**src/rtl/fp_xflag_pkg.sv**
```systemverilog
package fp_xflag_pkg;
  typedef enum logic [1:0] {
    WM_INT = 2'd0,
    WM_F32 = 2'd1,
    WM_F64 = 2'd2,
    WM_V32 = 2'd3
  } wr_mode_e;

  localparam int ST_W = 5;
  localparam int F32_EXP_W = 8;
  localparam int F32_FRC_W = 23;
  localparam int F64_EXP_W = 11;
  localparam int F64_FRC_W = 52;
endpackage

```
**src/rtl/fp_nan_detect.sv**
```systemverilog
module fp_nan_detect
  import fp_xflag_pkg::*;
#(
  parameter int DATA_W = 64
) (
  input  logic [DATA_W-1:0] data_i,
  input  logic [1:0]        mode_i,
  output logic              nan_o
);
  localparam int N32 = DATA_W / 32;
  localparam int N64 = DATA_W / 64;

  logic [N32-1:0] nan32;
  logic [N64-1:0] nan64;

  for (genvar g = 0; g < N32; g++) begin : g_l32
    assign nan32[g] = (&data_i[g*32+F32_FRC_W +: F32_EXP_W]) &&
                      (|data_i[g*32 +: F32_FRC_W]);
  end

  for (genvar g = 0; g < N64; g++) begin : g_l64
    assign nan64[g] = (&data_i[g*64+F64_FRC_W +: F64_EXP_W]) &&
                      (|data_i[g*64 +: F64_FRC_W]);
  end

  always_comb begin
    unique case (wr_mode_e'(mode_i))
      WM_F32:  nan_o = nan32[0];
      WM_F64:  nan_o = |nan64;
      WM_V32:  nan_o = |nan32;   // any lane collapses into one flag
      default: nan_o = 1'b0;
    endcase
  end
endmodule

```
**src/rtl/fp_xflag_eval.sv**
```systemverilog
module fp_xflag_eval
  import fp_xflag_pkg::*;
(
  input  logic [ST_W-1:0] status_i,
  input  logic [ST_W-1:0] mask_i,
  input  logic [1:0]      mode_i,
  input  logic            nan_i,
  output logic            flag_o
);
  logic is_fp;
  assign is_fp  = wr_mode_e'(mode_i) != WM_INT;
  assign flag_o = is_fp && ((|(status_i & mask_i)) || nan_i);
endmodule

```
**src/rtl/fp_xflag_regs.sv**
```systemverilog
module fp_xflag_regs #(
  parameter int NUM_REGS = 64,
  parameter int NUM_RD   = 2,
  localparam int IDX_W   = $clog2(NUM_REGS)
) (
  input  logic                    clk_i,
  input  logic                    rst_ni,
  input  logic                    wr_en_i,
  input  logic [IDX_W-1:0]        wr_idx_i,
  input  logic                    wr_flag_i,
  input  logic                    ctx_we_i,
  input  logic [NUM_REGS-1:0]     ctx_wdata_i,
  input  logic [NUM_RD*IDX_W-1:0] rd_idx_i,
  output logic [NUM_RD-1:0]       rd_flag_o,
  input  logic [IDX_W-1:0]        qry_idx_i,
  output logic                    qry_flag_o,
  output logic [NUM_REGS-1:0]     flags_o
);
  logic [NUM_REGS-1:0] flags_q, flags_nxt;

  // restore beats normal write; register 0 pinned to 0
  always_comb begin
    flags_nxt = flags_q;
    if (ctx_we_i)     flags_nxt = ctx_wdata_i;
    else if (wr_en_i) flags_nxt[wr_idx_i] = wr_flag_i;
    flags_nxt[0] = 1'b0;
  end

  always_ff @(posedge clk_i or negedge rst_ni) begin
    if (!rst_ni) flags_q <= '0;
    else         flags_q <= flags_nxt;
  end

  // reads see next state: write-before-read bypass
  for (genvar p = 0; p < NUM_RD; p++) begin : g_rd
    assign rd_flag_o[p] = flags_nxt[rd_idx_i[p*IDX_W +: IDX_W]];
  end
  assign qry_flag_o = flags_nxt[qry_idx_i];
  assign flags_o    = flags_q;
endmodule

```
**src/rtl/fp_xflag_file.sv**
```systemverilog
module fp_xflag_file
  import fp_xflag_pkg::*;
#(
  parameter int NUM_REGS = 64,
  parameter int DATA_W   = 64,
  parameter int NUM_RD   = 2,
  localparam int IDX_W   = $clog2(NUM_REGS)
) (
  input  logic                    clk_i,
  input  logic                    rst_ni,
  input  logic                    wr_en_i,
  input  logic [IDX_W-1:0]        wr_idx_i,
  input  logic [DATA_W-1:0]       wr_data_i,
  input  logic [1:0]              wr_mode_i,
  input  logic [ST_W-1:0]         wr_status_i,
  input  logic [ST_W-1:0]         xmask_i,
  input  logic [NUM_RD*IDX_W-1:0] rd_idx_i,
  output logic [NUM_RD-1:0]       rd_flag_o,
  input  logic                    issue_fp_i,
  input  logic [NUM_RD-1:0]       issue_src_vld_i,
  input  logic                    trap_en_i,
  output logic                    trap_req_o,
  input  logic [IDX_W-1:0]        qry_idx_i,
  output logic                    qry_flag_o,
  input  logic                    ctx_we_i,
  input  logic [NUM_REGS-1:0]     ctx_wdata_i,
  output logic [NUM_REGS-1:0]     ctx_rdata_o
);
  logic nan;
  logic wr_flag;

  fp_nan_detect #(.DATA_W(DATA_W)) u_nan (
    .data_i (wr_data_i),
    .mode_i (wr_mode_i),
    .nan_o  (nan)
  );

  fp_xflag_eval u_eval (
    .status_i (wr_status_i),
    .mask_i   (xmask_i),
    .mode_i   (wr_mode_i),
    .nan_i    (nan),
    .flag_o   (wr_flag)
  );

  fp_xflag_regs #(.NUM_REGS(NUM_REGS), .NUM_RD(NUM_RD)) u_regs (
    .clk_i       (clk_i),
    .rst_ni      (rst_ni),
    .wr_en_i     (wr_en_i),
    .wr_idx_i    (wr_idx_i),
    .wr_flag_i   (wr_flag),
    .ctx_we_i    (ctx_we_i),
    .ctx_wdata_i (ctx_wdata_i),
    .rd_idx_i    (rd_idx_i),
    .rd_flag_o   (rd_flag_o),
    .qry_idx_i   (qry_idx_i),
    .qry_flag_o  (qry_flag_o),
    .flags_o     (ctx_rdata_o)
  );

  assign trap_req_o = issue_fp_i && trap_en_i && (|(issue_src_vld_i & rd_flag_o));
endmodule

```
**config.mk**
```make
export PLATFORM = sky130hd
export DESIGN_NAME = fp_xflag_file
export DESIGN_NICKNAME = d
export VERILOG_FILES = /design/src/rtl/fp_xflag_pkg.sv /design/src/rtl/fp_nan_detect.sv /design/src/rtl/fp_xflag_eval.sv /design/src/rtl/fp_xflag_regs.sv /design/src/rtl/fp_xflag_file.sv
export SDC_FILE = /design/constraint.sdc
export NUM_CORES = 1
export LEC_CHECK = 0
export BUFFER_PORTS_ARGS = -buffer_cell sky130_fd_sc_hd__buf_2
export CAP_MARGIN = 20
export CORE_MARGIN = 5
export CORE_UTILIZATION = 30
export DETAILED_ROUTE_END_ITERATION = 10
export PLACE_DENSITY = 0.65
export SLEW_MARGIN = 20
export SYNTH_ARGS = -nofsm -noshare
export SYNTH_HDL_FRONTEND = slang
export SYNTH_SLANG_ARGS = --single-unit
```
**constraint.sdc**
```tcl
create_clock -name clk_i -period 3 [get_ports clk_i]
set_input_delay 0.15 -clock clk_i [delete_from_list [all_inputs] [get_ports clk_i]]
set_output_delay 0.15 -clock clk_i [all_outputs]
set_load 0.01 [all_outputs]
```
Word-level counts from Yosys, hierarchy flattened

Cells that the tools add are included.
W data, S select, Z words.

Input bits: 172
Logic and storage cells: 41
Output and inout port bits: 68
Register bits after elaboration: 63

Muxes and demuxes: 12
Reductions and logical operators: 18
Bitwise gates (word level): 2
$lt $le $gt $ge: 5
Equal/unequal tests: 3

Operator list:

| cell                 | number |
|---|---|
| $mux W64             | 2 |
| $bwmux W64           | 1 |
| $reduce_or A52 Y1    | 1 |
| $reduce_or A23 Y1    | 2 |
| $lt A6 B7 Y1 const B | 4 |
| $bmux W1 S6          | 3 |
| $reduce_and A8 Y1    | 2 |
| $reduce_and A11 Y1   | 1 |
| $logic_and A1 B1 Y1  | 7 |
| $demux W1 S6         | 1 |
| $ge A6 B1 Y1 const B | 1 |
| $and A5 B5 Y5        | 1 |
| $reduce_or A5 Y1     | 1 |
| $eq A2 B2 Y1 const B | 2 |
| $mux W1              | 4 |
| $reduce_or A2 Y1     | 2 |
| $pmux W1 S3          | 1 |
| $and A2 B2 Y2        | 1 |
| $eq A2 B1 Y1 const B | 1 |
| $reduce_bool A2 Y1   | 1 |
| $logic_or A1 B1 Y1   | 1 |

Depth between registers and ports, before layout

Gate-level depths: netlist (run 1).

Depth after elaboration: 14
Gate-level depth with buffers: 13
Gate-level depth less buffers: 12

Hierarchy

A second synthesis (run 1) with hierarchy kept.

Cells, all modules: 596
Area, all modules: 5182.5 um2

Modules (own cells, without submodules):

| module        | cells each | times used | area each (um2) | sequential area each (um2) |
|---|---|---|---|---|
| fp_xflag_regs | 554        | 1          | 4890.9          | 1576.5 |
| fp_nan_detect | 34         | 1          | 246.5           | 0.0 |
| fp_xflag_eval | 5          | 1          | 30.0            | 0.0 |
| fp_xflag_file | 3          | 1          | 15.0            | 0.0 |

Worst setup path before layout (run 1)

OpenSTA, ideal clock, no wires.

Path type: input to output
Start: input wr_data_i[16]
End: output qry_flag_o
Data required time: 2850 ps
Setup slack: -94 ps
Arrival time: 2944 ps
Buffers on the path: 1
Cell stages on the path: 11
Path through: nor4_2 -> nand4_2 -> nor4_4 -> a211oi_4 -> nand2b_4 -> buf_6 -> o31a_1 -> mux4_2 -> mux4_2 -> a32oi_1 -> nand3_1

Cells in the longest elaborated chain, start to end: 11
Elaborated cells between the ends (all ways): 13
Classes of those cells: 6 x mux; 7 x reduce/logical

RTL lines:

| item                            | line                | source |
|---|---|---|
| start, declared                 | fp_xflag_file.sv:13 | `input logic [DATA_W-1:0] wr_data_i,` |
| $reduce_or A23 Y1               | fp_nan_detect.sv:18 | `(\|data_i[g*32 +: F32_FRC_W]);` |
| $logic_and A1 B1 Y1             | fp_nan_detect.sv:17 | `assign nan32[g] = (&data_i[g*32+F32_FRC_W +: F32_EXP_W]) &&` |
| $reduce_or A2 Y1                | fp_nan_detect.sv:30 | `WM_V32: nan_o = \|nan32;` |
| $pmux W1 S3 *                   | fp_nan_detect.sv:27 | `unique case (wr_mode_e'(mode_i))` |
| $logic_or A1 B1 Y1 *            | fp_xflag_eval.sv:12 | `assign flag_o = is_fp && ((\|(status_i & mask_i)) \|\| nan_i);` |
| $logic_and A1 B1 Y1 *           | fp_xflag_eval.sv:12 |  |
| $bwmux W64 *                    | fp_xflag_regs.sv:25 | `else if (wr_en_i) flags_nxt[wr_idx_i] = wr_flag_i;` |
| $mux W64 *                      | fp_xflag_regs.sv:25 |  |
| $mux W64 *                      | fp_xflag_regs.sv:24 | `if (ctx_we_i) flags_nxt = ctx_wdata_i;` |
| via u_regs.flags_nxt[26]        | fp_xflag_regs.sv:19 | `logic [NUM_REGS-1:0] flags_q, flags_nxt;` |
| $bmux W1 S6 *                   | fp_xflag_regs.sv:38 | `assign qry_flag_o = flags_nxt[qry_idx_i];` |
| $mux W1 (implied by the code) * | fp_xflag_regs.sv:38 |  |
| end, declared                   | fp_xflag_file.sv:24 | `output logic qry_flag_o,` |

Mark *: on every way through the listed nets, which the timed path passes. The rest lies on a longest branch. The select of a mux whose other input is x is not followed.

Worst setup path after layout (run 1)

Start: input wr_data_i[10]
End: output qry_flag_o

The elaborated chain is that of the path after synthesis.

==> flow_metrics.env, run 1 <==
export IMPL_placement_rows=52
export IMPL_drt_drc_violations_left=0
export IMPL_placeableCoreArea_sq_um=20170
export IMPL_run_status="finished with violations"
export IMPL_cts_tree="done"
export IMPL_vias=8516
export IMPL_grt_antenna_before_repair=0
export IMPL_grt_setup_unrepaired="yes"
export IMPL_cts_htree_levels=3
export IMPL_yosys_warnings=0
export IMPL_timing_critical_path_to_type="output pin"
export IMPL_postLayoutCoreUtil_pct=48.53
export IMPL_tritoncts_num_buffers=9
export IMPL_floorplan_io_pins=240
export IMPL_finish_cell_count_without_fillers=1481
export IMPL_critPathLaunchType="input port"
export IMPL_power_ir_vdd_worst_v=0.0002322
export IMPL_synth_seq_area_share_pct=25.68
export IMPL_cell_leakage_power_uw=0.004464
export IMPL_track_usage_pct=27.12
export IMPL_finalWorstPathRequiredPeriod_ps=3660
export IMPL_initial_core_util_pct=30.44
export IMPL_fin_area_sq_um=9788
export IMPL_gp_congestion=1.032
export IMPL_final_layout_size_suffix_gt1_share_pct=46.90
export IMPL_power_per_cell_area_nw_per_um2=348.0
export IMPL_top_library_cells_by_usage_in_the_layout_fill_and_taps_aside="buf_2 (235), buf_4 (210), nand2_1 (104), o21ai_0 (81), nor2_1 (78)"
export IMPL_die_area_sq_um=23430
export IMPL_global_route_wire_length_before_repair_microns=49590
export IMPL_final_critical_path_setup_slack_ps=-659.6
export IMPL_postSynth_asyncResetShare_pct=100.0
export IMPL_postSynthNetCount=970
export IMPL_finalSetupViolations=4
export IMPL_hpwlAfterDp_microns=27340
export IMPL_post_synth_instance_area_sq_um=6140
export IMPL_number_of_detailed_routing_iterations_run_before_antenna_repair=5
export IMPL_root_buffer="clkbuf_16"
export IMPL_detail_route_wirelength_met1_microns=13430
export IMPL_failed_checks="setup timing"
export IMPL_fillCellCount=2001
export IMPL_cp_data_arrival_time_ps=3510
export IMPL_drt_iter0_markers=952
export IMPL_hp_class="in -> reg"
export IMPL_maxSlewViolCount=0
export IMPL_antenna_diode_count=0
export IMPL_clock_sinks=63
export IMPL_most_frequently_used_flop_master_after_synthesis="dfrtp_1"
export IMPL_layout_worst_path_cycle_share_pct=122.0
export IMPL_total_congestion_overflow_after_global_routing=0
export IMPL_place_area_sq_um=9055
export IMPL_syn_instance_count=798
export IMPL_wl_per_cell_microns=22.96
export IMPL_drt_vias_per_instance=5.750
export IMPL_maxCapViolations=0
export IMPL_max_freq_mhz=273.3
export IMPL_synth_edf_count=0
export IMPL_detailroute_wirelength_met3_microns=3340
export IMPL_top_layer="met4"
export IMPL_required_ps=2850
export IMPL_final_hold_viol_count=0
export IMPL_crit_type="in -> out"
export IMPL_postSynthRegisterBits=63
export IMPL_area_delta_synth_final_pct=59.43
export IMPL_wl_met2_microns=15840
export IMPL_path_max_fanout=8
export IMPL_headroom_to_the_max_slew_limit_pct=51.84
export IMPL_post_synth_cell_area_avg_sq_um=7.694
export IMPL_wl_microns=34010
export IMPL_largest_register_ff_count=63
export IMPL_finalNetCount=1379
export IMPL_clock_insertion_delay_worst_skew_ps=330
export IMPL_synthDistinctLibCells=82
export IMPL_first_global_vias=8231
export IMPL_overall_die_width_microns=153.1
export IMPL_cts_buffer_depth=2
export IMPL_fin_worst_skew_ps=0
export IMPL_placed_cells=1456
export IMPL_layout_cells_most_common="buf_2"
export IMPL_port_buffer_count=236
export IMPL_worst_pin_slew_ps=717.6
export IMPL_grt_start_max_net_pins=56
export IMPL_clock_transition_at_the_registers_of_the_reported_paths_ps=50
export IMPL_chipHeight_microns=153.1
export IMPL_ant_nets=0
-- cells in the mapped netlist (4+ instances only) --
library cell    n  share of area, %
nand4_1        11               1.1
nor3b_1         7              0.86
a221oi_1        6              0.86
clkbuf_1       50               3.1
a22oi_1        12               1.5
mux4_2         17               6.2
and3_1          6              0.61
nor3_1         20               1.6
mux2_2          6               1.1
mux2i_1        24               3.9
a211oi_1        9               1.1
o31ai_1        11               1.3
o22ai_1         5              0.51
nand3_1        28               2.3
nor2_1         79               4.8
nand4b_1        4              0.57
o211ai_1       18               2.2
dfrtp_1        63                26
nand2b_1        5              0.51
a21oi_1        41               3.3
o31ai_2         4              0.82
and2_1          4              0.41
o221ai_1        5              0.71
inv_1          39               2.4
a211o_1         5              0.71
o21ai_0        88               7.2
nand2_1       105               6.4
or3_1           8              0.82
nor4_1         11               1.1
a31oi_1         8              0.82
nor2b_1         4              0.41
buf_1           4              0.24
a2111oi_0       6              0.86
-- per-layer routing --
layer / vias to the layer above / GRT usage, %
met5: - / 0
met4: 0 / 9.461
met3: 106 / 5.598
met2: 567 / 45.57
met1: 4022 / 34.65
li1: 3821 / -
-- layout make-up --
type	count	area [sq um]	area share [%]
multi-input cells	636	4539	46.38
clock inverters	5	50.05	0.5113
repair buffers	456	2902	29.64
inverters	41	153.9	1.572
flip-flops and latches	63	1577	16.11
well taps	270	337.8	3.451
clock buffers	10	229.0	2.339
-- stage by stage --
step / hold WS [ps] / setup TNS (ps) / worst slack [ps] / total power (uW)
finish: 150.6 / -2103 / -659.6 / 3406
global route: 157.1 / -2423 / -725.4 / 3541
CTS: 123.7 / -2296 / -645.8 / 3339
detailed placement: 183.9 / -3027 / -928.2 / 2284
global placement: 168.2 / -3012 / -898.5 / 2279
floorplan: -145.6 / -13.99 / -13.99 / 1563
-- where the power goes --
group          switching (uW)  internal [uW]  total (uW)
clock                     401            633        1030
sequential               50.8            928         979
combinational             772            622        1390
-- logic make-up (layout without fill, tap and decap cells) --
family / count (synthesis) / after routing / share of synthesized area, %
compound gates: 272 / 273 / 30.71
buf+inv: 100 / 512 / 6.501
flops: 63 / 63 / 25.68
mux: 47 / 47 / 11.25
other cells: 1 / 1 / 0.06108
simple gates: 315 / 315 / 25.80
-- critical path: stages --
cell	delay, ps
buf_2	120
nor4_4	290
nand4_2	190
nor4_4	300
buf_4	200
a211oi_4	50
buf_12	160
buf_6	130
nand2b_4	200
o31a_1	320
mux4_2	450
mux4_2	460
a32oi_2	210
nand3_2	130
buf_6	150
-- final timing paths --
kind / startpoint / endpoint / slack [ps] / depth (start not counted)
min in group asynchronous: rst_ni / u_regs.flags_o[1] / 350 / 2
hold / removal: ctx_wdata_i[9] / u_regs.flags_o[9] / 150 / 3
setup reg to reg: u_regs.flags_o[62] / u_regs.flags_o[62] / 1610 / 5
setup / recovery: wr_data_i[10] / qry_flag_o / -660 / 15
max in group asynchronous: rst_ni / u_regs.flags_o[30] / 1640 / 3
hold reg to reg: u_regs.flags_o[6] / u_regs.flags_o[6] / 730 / 2
-- repair_timing --
| action | CTS | global route |
|---|---|---|
| pin swaps | 9 | 23 |
| hold buffers | 1 | 0 |
| setup endpoints to repair | 4 | 4 |
| endpoints found under the hold margin | 22 | 0 |
| resized for setup | 19 | 53 |
| setup buffers | 2 | 7 |
| gates cloned | 0 | 2 |
(Power assumes the default switching activity.)
==> inputs of run 2 (changes only) <==
--- a/config.mk
+++ b/config.mk
@@ -6,10 +6,11 @@
 export NUM_CORES = 1
 export LEC_CHECK = 0
 export BUFFER_PORTS_ARGS = -buffer_cell sky130_fd_sc_hd__buf_2
-export CAP_MARGIN = 20
+export CAP_MARGIN = 0
 export CORE_MARGIN = 5
 export CORE_UTILIZATION = 30
 export DETAILED_ROUTE_END_ITERATION = 10
+export MAX_ROUTING_LAYER = met4
 export PLACE_DENSITY = 0.65
 export SLEW_MARGIN = 20
 export SYNTH_ARGS = -nofsm -noshare
==> run 2 against run 1 <==
Critical path type unchanged. Clock power rose by 6%. Via count fell by 1.1%. Power rose by 1.7%. The flow still finishes with violations (setup timing). Critical endpoint unchanged. Utilization fell by 0.29 points.
==> flow_metrics.env, run 2 (synthesis gave the netlist of run 1 again) <==
export IMPL_run_status="finished with violations"
export IMPL_failed_checks="setup timing"
export IMPL_post_layout_total_power_uw=3463
export IMPL_clock_transition_at_the_registers_of_the_reported_paths_ps=50
export IMPL_placed_cells=1442
export IMPL_layout_worst_path_cycle_share_pct=120.9
export IMPL_finalWorstPathRequiredPeriod_ps=3628
export IMPL_drt_drc_violations_left=0
export IMPL_cts_htree_levels=3
export IMPL_drt_vias_per_instance=5.750
export IMPL_critPathLaunchType="input port"
export IMPL_top_library_cells_by_usage_in_the_layout_fill_and_taps_aside="buf_2 (229), buf_4 (194), nand2_1 (105), o21ai_0 (82), nor2_1 (79)"
export IMPL_finish_cell_count_without_fillers=1465
export IMPL_maxSlewViolCount=0
export IMPL_fillCellCount=1979
export IMPL_headroom_to_the_max_slew_limit_pct=41.03
export IMPL_root_buffer="clkbuf_16"
export IMPL_die_area_sq_um=23430
export IMPL_layout_area_seq_sq_um=1577
export IMPL_peak_per_stage_delay_on_the_critical_path_ps=490
export IMPL_grt_antenna_before_repair=0
export IMPL_initial_core_util_pct=30.44
export IMPL_path_delay_family="simple AND/OR/NAND/NOR gates"
export IMPL_cp_data_arrival_time_ps=3480
export IMPL_wl_microns=33050
export IMPL_total_congestion_overflow_after_global_routing=0
export IMPL_finalSetupViolations=4
export IMPL_global_route_wire_length_before_repair_microns=49360
export IMPL_wl_per_cell_microns=22.56
export IMPL_floorplan_io_pins=240
export IMPL_timing_critical_path_to_type="output pin"
export IMPL_path_buf_inv=4
export IMPL_multi_input_logic_area_sq_um=4531
export IMPL_chipHeight_microns=153.1
export IMPL_number_of_detailed_routing_iterations_run_before_antenna_repair=5
export IMPL_max_freq_mhz=275.7
export IMPL_cell_by_cell_listing_of_the_critical_path="buf_2 > nor4_4 > nand4_1 > nor4_4 > a211oi_4 > buf_6 > nand2b_4 > buf_6 > a2bb2oi_2 > mux4_2 > mux4_2 > a32oi_1 > nand3_1 > buf_2"
export IMPL_placement_rows=52
export IMPL_maxCapViolations=0
export IMPL_drt_iter0_markers=920
export IMPL_fin_area_sq_um=9729
export IMPL_path_max_fanout=8
export IMPL_ant_nets=0
export IMPL_crit_path_top_delay_cell="mux4_2"
export IMPL_hp_class="in -> async"
export IMPL_clock_sinks=63
export IMPL_overall_die_width_microns=153.1
export IMPL_worst_r2r_path_depth=5
export IMPL_crit_type="in -> out"
export IMPL_place_area_sq_um=8962
export IMPL_placeableCoreArea_sq_um=20170
export IMPL_vias=8424
export IMPL_hpwlAfterDp_microns=26990
export IMPL_antenna_diode_count=0
export IMPL_grt_start_max_net_pins=64
export IMPL_port_buffer_count=236
export IMPL_area_delta_synth_final_pct=58.47
export IMPL_first_global_vias=8237
export IMPL_worst_pin_slew_ps=884.6
export IMPL_crit_cells=14
export IMPL_final_layout_size_suffix_gt1_share_pct=45.52
export IMPL_tritoncts_num_buffers=9
export IMPL_cts_hold_buf=0
export IMPL_grt_setup_unrepaired="yes"
export IMPL_track_usage_pct=27.71
export IMPL_clock_insertion_delay_worst_skew_ps=340
export IMPL_cts_tree="done"
export IMPL_cell_leakage_power_uw=0.004413
export IMPL_cts_buffer_depth=2
export IMPL_required_ps=2850
export IMPL_layout_cells_most_common="buf_2"
export IMPL_final_critical_path_setup_slack_ps=-627.5
export IMPL_power_per_cell_area_nw_per_um2=356.0
export IMPL_gp_congestion=1.000
export IMPL_final_hold_viol_count=0
export IMPL_hold_ws_ps=25.77
export IMPL_largest_register_ff_count=63
export IMPL_postLayoutCoreUtil_pct=48.24
export IMPL_finalNetCount=1363
export IMPL_power_ir_vdd_worst_v=0.0002366
export IMPL_fin_worst_skew_ps=0
[run 2: what timing repair did]
| action | 4_1_cts | 5_1_grt |
|---|---|---|
| setup buffers | 3 | 5 |
| gates resized for setup | 36 | 37 |
| endpoints found under the setup margin | 4 | 4 |
| pin swaps | 14 | 17 |
| gates cloned | 0 | 0 |
[run 2: layout make-up]
class                      instances  share of cell area (%)
clock buffer                      12                   2.636
clock inverter                     3                  0.4372
inverter                          41                   1.582
multi-input combinational        635                   46.57
sequential                        63                   16.20
tap                              270                   3.472
timing repair buffer             441                   29.10
[run 2: report_power, final]
part	switching (uW)	total [uW]	internal, uW
combinational	764	1390	630
clock	405	1090	683
sequential	52.7	981	928
[run 2: stage by stage]
stage,worst slack [ps],TNS [ps]
final,-627.5,-2309
after global routing,-784.6,-2910
after CTS,-658.4,-2355
after detailed placement,-801.9,-2894
after global placement,-846.2,-2917
after floorplan,-13.99,-13.99
[run 2: path summary, 6_finish.rpt]
kind                                    startpoint                 end  slack (ps)
worst max-delay path                 wr_data_i[49]          qry_flag_o        -630
worst min register to register   u_regs.flags_o[6]   u_regs.flags_o[6]         750
worst min-delay path                        rst_ni  u_regs.flags_o[52]          30
max in group asynchronous                   rst_ni  u_regs.flags_o[45]        2410
min in group clk_i                 ctx_wdata_i[13]  u_regs.flags_o[13]         150
worst max register to register  u_regs.flags_o[62]  u_regs.flags_o[62]        1620
[run 2: routing by layer]
layer / wire, microns / global-route usage (%)
met1: 13330 / 34.97
met2: 16080 / 45.99
met3: 2849 / 5.004
met4: 787 / 7.255
met5: 0 / -
